$ cat src/rtl/shx_pkg.sv
package shx_pkg;

    localparam int BYTE_W = 8;
    localparam int HALF_W = 16;

    typedef enum logic [2:0] {
        OP_BSRL  = 3'd0,
        OP_BSRA  = 3'd1,
        OP_BSLL  = 3'd2,
        OP_SRA1  = 3'd3,
        OP_SRL1  = 3'd4,
        OP_SRC1  = 3'd5,
        OP_SEXT8 = 3'd6,
        OP_SEXT16 = 3'd7
    } shx_op_e;

endpackage

$ cat src/rtl/shx_barrel.sv
module shx_barrel #(
    parameter int WIDTH = 32,
    parameter int AMT_W = $clog2(WIDTH)
) (
    input  logic [WIDTH-1:0] data_i,
    input  logic [AMT_W-1:0] amt_i,
    input  logic             left_i,
    input  logic             arith_i,
    output logic [WIDTH-1:0] data_o
);
    logic             fill;
    logic [WIDTH-1:0] rev_in;
    logic [WIDTH-1:0] rev_out;
    logic [WIDTH-1:0] stage [AMT_W+1];

    // left shift = reverse, shift right with zero fill, reverse back
    assign fill = arith_i & ~left_i & data_i[WIDTH-1];

    for (genvar b = 0; b < WIDTH; b++) begin : g_rev
        assign rev_in[b]  = data_i[WIDTH-1-b];
        assign rev_out[b] = stage[AMT_W][WIDTH-1-b];
    end

    assign stage[0] = left_i ? rev_in : data_i;

    for (genvar s = 0; s < AMT_W; s++) begin : g_stage
        localparam int SH = 1 << s;
        assign stage[s+1] = amt_i[s] ? {{SH{fill}}, stage[s][WIDTH-1:SH]}
                                     : stage[s];
    end

    assign data_o = left_i ? rev_out : stage[AMT_W];

endmodule

$ cat src/rtl/shx_single.sv
module shx_single import shx_pkg::*; #(
    parameter int WIDTH = 32
) (
    input  shx_op_e          op_i,
    input  logic [WIDTH-1:0] data_i,
    input  logic             carry_i,
    output logic [WIDTH-1:0] data_o,
    output logic             carry_o
);
    logic top_bit;

    always_comb begin
        unique case (op_i)
            OP_SRA1: top_bit = data_i[WIDTH-1];
            OP_SRC1: top_bit = carry_i;
            default: top_bit = 1'b0;
        endcase
    end

    assign data_o  = {top_bit, data_i[WIDTH-1:1]};
    assign carry_o = data_i[0];

endmodule

$ cat src/rtl/shx_sext.sv
module shx_sext #(
    parameter int WIDTH  = 32,
    parameter int FROM_W = 8
) (
    input  logic [WIDTH-1:0] data_i,
    output logic [WIDTH-1:0] data_o
);
    localparam int EXT_W = WIDTH - FROM_W;

    assign data_o = {{EXT_W{data_i[FROM_W-1]}}, data_i[FROM_W-1:0]};

endmodule

$ cat src/rtl/shx_unit.sv
module shx_unit import shx_pkg::*; #(
    parameter int WIDTH   = 32,
    parameter bit REG_OUT = 1'b1
) (
    input  logic             clk,
    input  logic             rst_n,
    input  logic [2:0]       op_i,
    input  logic [WIDTH-1:0] opa_i,
    input  logic [WIDTH-1:0] amt_i,
    input  logic             carry_i,
    output logic [WIDTH-1:0] result_o,
    output logic             carry_o,
    output logic             carry_we_o
);
    localparam int AMT_W = $clog2(WIDTH);

    shx_op_e          op;
    logic [AMT_W-1:0] amt_eff;
    logic             unused_amt_hi;
    logic [WIDTH-1:0] barrel_res;
    logic [WIDTH-1:0] single_res;
    logic             single_carry;
    logic [WIDTH-1:0] byte_res;
    logic [WIDTH-1:0] half_res;
    logic [WIDTH-1:0] nxt_result;
    logic             nxt_carry;
    logic             nxt_we;

    assign op            = shx_op_e'(op_i);
    assign amt_eff       = amt_i[AMT_W-1:0];
    assign unused_amt_hi = ^amt_i[WIDTH-1:AMT_W];

    shx_barrel #(.WIDTH(WIDTH), .AMT_W(AMT_W)) u_barrel (
        .data_i  (opa_i),
        .amt_i   (amt_eff),
        .left_i  (op == OP_BSLL),
        .arith_i (op == OP_BSRA),
        .data_o  (barrel_res)
    );

    shx_single #(.WIDTH(WIDTH)) u_single (
        .op_i    (op),
        .data_i  (opa_i),
        .carry_i (carry_i),
        .data_o  (single_res),
        .carry_o (single_carry)
    );

    shx_sext #(.WIDTH(WIDTH), .FROM_W(BYTE_W)) u_sext_byte (
        .data_i (opa_i),
        .data_o (byte_res)
    );

    shx_sext #(.WIDTH(WIDTH), .FROM_W(HALF_W)) u_sext_half (
        .data_i (opa_i),
        .data_o (half_res)
    );

    always_comb begin
        nxt_carry = carry_i;
        nxt_we    = 1'b0;
        unique case (op)
            OP_BSRL, OP_BSRA, OP_BSLL: nxt_result = barrel_res;
            OP_SRA1, OP_SRL1, OP_SRC1: begin
                nxt_result = single_res;
                nxt_carry  = single_carry;
                nxt_we     = 1'b1;
            end
            OP_SEXT8:  nxt_result = byte_res;
            OP_SEXT16: nxt_result = half_res;
            default:   nxt_result = '0;
        endcase
    end

    if (REG_OUT) begin : g_reg
        always_ff @(posedge clk or negedge rst_n) begin
            if (!rst_n) begin
                result_o   <= '0;
                carry_o    <= 1'b0;
                carry_we_o <= 1'b0;
            end else begin
                result_o   <= nxt_result;
                carry_o    <= nxt_carry;
                carry_we_o <= nxt_we;
            end
        end
    end else begin : g_comb
        logic unused_clk;
        assign unused_clk = clk ^ rst_n;
        assign result_o   = nxt_result;
        assign carry_o    = nxt_carry;
        assign carry_we_o = nxt_we;
    end

endmodule

$ cat config.mk
export PLATFORM = sky130hd
export DESIGN_NAME = shx_unit
export DESIGN_NICKNAME = d
export VERILOG_FILES = /design/src/rtl/shx_pkg.sv /design/src/rtl/shx_barrel.sv /design/src/rtl/shx_single.sv /design/src/rtl/shx_sext.sv /design/src/rtl/shx_unit.sv
export SDC_FILE = /design/constraint.sdc
export NUM_CORES = 1
export LEC_CHECK = 0
export BUFFER_PORTS_ARGS = -buffer_cell sky130_fd_sc_hd__buf_2
export CORE_AREA = 2 2 91 111
export CTS_CLUSTER_DIAMETER = 150
export DETAILED_ROUTE_END_ITERATION = 10
export DIE_AREA = 0 0 93 113
export HOLD_SLACK_MARGIN = 0.03
export PLACE_DENSITY = 0.76
export SYNTH_ARGS = -nofsm -noshare
export SYNTH_HDL_FRONTEND = slang
export SYNTH_SLANG_ARGS = --single-unit
$ cat constraint.sdc
create_clock -name clk -period 1.1 [get_ports clk]
set_input_delay 0.11 -clock clk [delete_from_list [all_inputs] [get_ports clk]]
set_output_delay 0.11 -clock clk [all_outputs]
set_load 0.1 [all_outputs]
==> results.yml <==
outcome:
  status: "complete, but fails checks"
  violations: "design-rule violations, negative setup slack"
global_route:
  antenna_found_initial: 0
  track_usage: 0.4068
  grt_max_degree: 35
  grt.overflow.total: 0
  grt_pass1_wl_um: 32130
  grt_pass1_vias: 5575
die:
  die-width_um: 93
  ios: 104
  die-area_sq_um: 10510
  fp.dieH_um: 113
  core_sq_um: 9369
  start_util: 0.4455
  rows: 39
synthesis:
  ys_ff_latch: 34
  synth_edf_count: 0
  avgSynthCellArea_sq_um: 8.769
  synth.area.top_cells: "dfrtp_1 20%, mux4_2 20%, mux2i_1 7.4%, nand2_1 4.9%, a21oi_1 4.8%"
  ys_warn_count: 0
  ys.flop_type: "dfrtp_1"
  ys_seq_area_frac: 0.2038
  async_flop_share: 1.000
  yosys.area.top_type: "dfrtp_1"
  synthCells: 476
  ys_types: 65
  syn-num-nets: 546
  netlist_area_sq_um: 4174
  netlist.area_leader.share: 0.2038
power_and_ir_drop:
  p_total_uw: 8182
  worst_ir_drop_vdd_v: 0.0007438
  power-per-cell-area_nw_per_um2: 1170
  p_leak_uw: 0.003118
detailed_routing:
  routed-via-count: 5604
  drtPass1Iterations: 9
  drc: 1
  drt_iter0_drc: 757
  drt.antenna.violating_nets: 0
  via_per_inst: 6.695
  routedWlPerCell_um: 25.08
  wl_um: 20990
timing:
  fmax_mhz: 433.2
  finalHoldViolCount: 0
  tns_ps: -34260
  maxSlewViolCount: 0
  worstMarginPinSlew_ps: 671.1
  setup_slack_ps: -1209
  setup_viol: 32
  fin_crit_sh: 2.099
  relSlewSlack: 0.5509
  fin_crit_ps: 2309
  rsz0062_at_grt: "true"
clock_network:
  cts_sinks: 34
  htreeDepth: 2
  cts_made_buffers: 5
  cts_tree: "done"
  clk_pin_slew_ps: 50
  cts_buffer_depth: 2
  root_buffer: "clkbuf_16"
layout:
  num_antenna_cells: 0
  fillCellCount: 694
  multi_input_comb_area_sq_um: 3268
  seq_area_sq_um: 850.8
  final_area_sq_um: 6993
  area_growth_pct: 67.54
  layout-drive-gt1-share: 0.5196
  nets: 783
  final_util: 0.7464
setup_path:
  critical_path_class: "primary input to flip-flop"
  start_kind: "primary input"
  cp_max_fo: 11
  endpoint_kind: "flip-flop"
  worstPathArrival_ps: 2450
  crit_required_ps: 1240
placed_design:
  post_dp_cell_area_sq_um: 6528
  portBuffers: 76
  finalWeightedCongestion: 1.067
  place_hpwl_um: 16840
hold_path:
  hp-class: "primary input to flip-flop"
  holdPathStages: 3
flow_run:
  cap_violations: 0
==> worst max-delay path, stage by stage <==
cell and delay (ps):
buf_6 100, nor3b_4 250, buf_12 190, mux4_2 560
buf_4 160, mux4_2 560, o21ai_2 180, a21o_1 200
a221oi_1 120
==> placed cells by master, fill, tap and decap left out, types with 5 or more instances in the layout <==
master / count
o21ai_1: 11
dfrtp_1: 34
o211ai_1: 9
o31ai_1: 5
a221oi_1: 5
buf_4: 186
mux2i_2: 10
nor2_1: 37
a211oi_1: 5
buf_6: 7
clkbuf_16: 5
nand2_1: 53
mux2_2: 8
buf_12: 38
inv_1: 13
a22oi_1: 15
buf_2: 39
a21oi_1: 38
nor3_1: 5
o22ai_1: 11
o21ai_0: 18
mux4_2: 37
a21o_1: 5
mux2i_1: 20
==> repair_timing <==
action / CTS / global route
gates cloned: 1 / 0
pin swaps: 4 / 5
hold buffers: 1 / 0
gates resized for setup: 37 / 16
setup endpoints to repair: 32 / 33
buffers inserted: 5 / 0
endpoints found under the hold margin: 34 / 0
==> per-layer routing <==
| metal | track usage | part of all wire | vias up |
|---|---|---|---|
| met1 | 0.5000 | 0.34 | 2644 |
| met3 | 0.06924 | 0.11 | 116 |
| met5 | 0 | 0 | - |
| li1 | - | - | 2355 |
| met4 | 0.2667 | 0.086 | 0 |
| met2 | 0.6560 | 0.46 | 489 |
==> stage by stage <==
step / hold WS, ps / instances / setup slack, ps
2_1_floorplan: -185.6 / 476 / -1207
3_3_place_gp: 156.1 / 822 / -1477
4_1_cts: 62.20 / 837 / -1170
3_5_place_dp: 167.9 / 822 / -1520
6_report: 60.86 / 837 / -1209
5_1_grt: 65.84 / 837 / -1277
==> kinds of logic after synthesis <==
kind of cell / synth area share
AO/OA/AOI/OAI: 0.2917
AND/OR/NAND/NOR: 0.1364
multiplexers: 0.3037
buffers and inverters: 0.06235
flip-flops: 0.2038
XOR/XNOR: 0.002099
==> flip-flops by register name, summed over array words and instances (netlist names) <==
| register | count |
|---|---|
| result_o | 32 |
| carry_o | 1 |
| carry_we_o | 1 |
==> report_power, final <==
part           switching (uW)  internal [uW]
combinational            2770           2000
sequential                139           1410
clock                     561           1300
total                    3470           4710
==> Yosys cell counts, types with 5 or more instances <==
master and n:
o31ai_1 5, inv_1 13, dfrtp_1 34, nand2_1 55, buf_2 7, mux4_2 37
a22oi_1 15, clkbuf_1 27, a21o_1 5, o211ai_1 9, o21ai_0 31, mux2i_1 31
a21oi_1 40, o221ai_1 5, nor2_1 39, nor3_1 5, mux2_2 11, a211oi_1 6
o22ai_1 13, a221oi_1 6
==> worst paths after layout <==
kind	startpoint	endpoint	slack, ps
max	op_i[2]	result_o[26]$_DFF_PN0_	-1210
min	carry_i	carry_o$_DFF_PN0_	60
max in group asynchronous	rst_n	result_o[17]$_DFF_PN0_	400
min in group asynchronous	rst_n	result_o[24]$_DFF_PN0_	380
==> cell type report <==
class                      count  share of cell area
multi-input combinational    385              0.4673
timing repair buffer         272              0.3530
sequential                    34              0.1217
tap                          123             0.02201
clock buffer                   5             0.01789
clock inverter                 3            0.009841
inverter                      15            0.008230
Power figures use the tool's default switching activity.
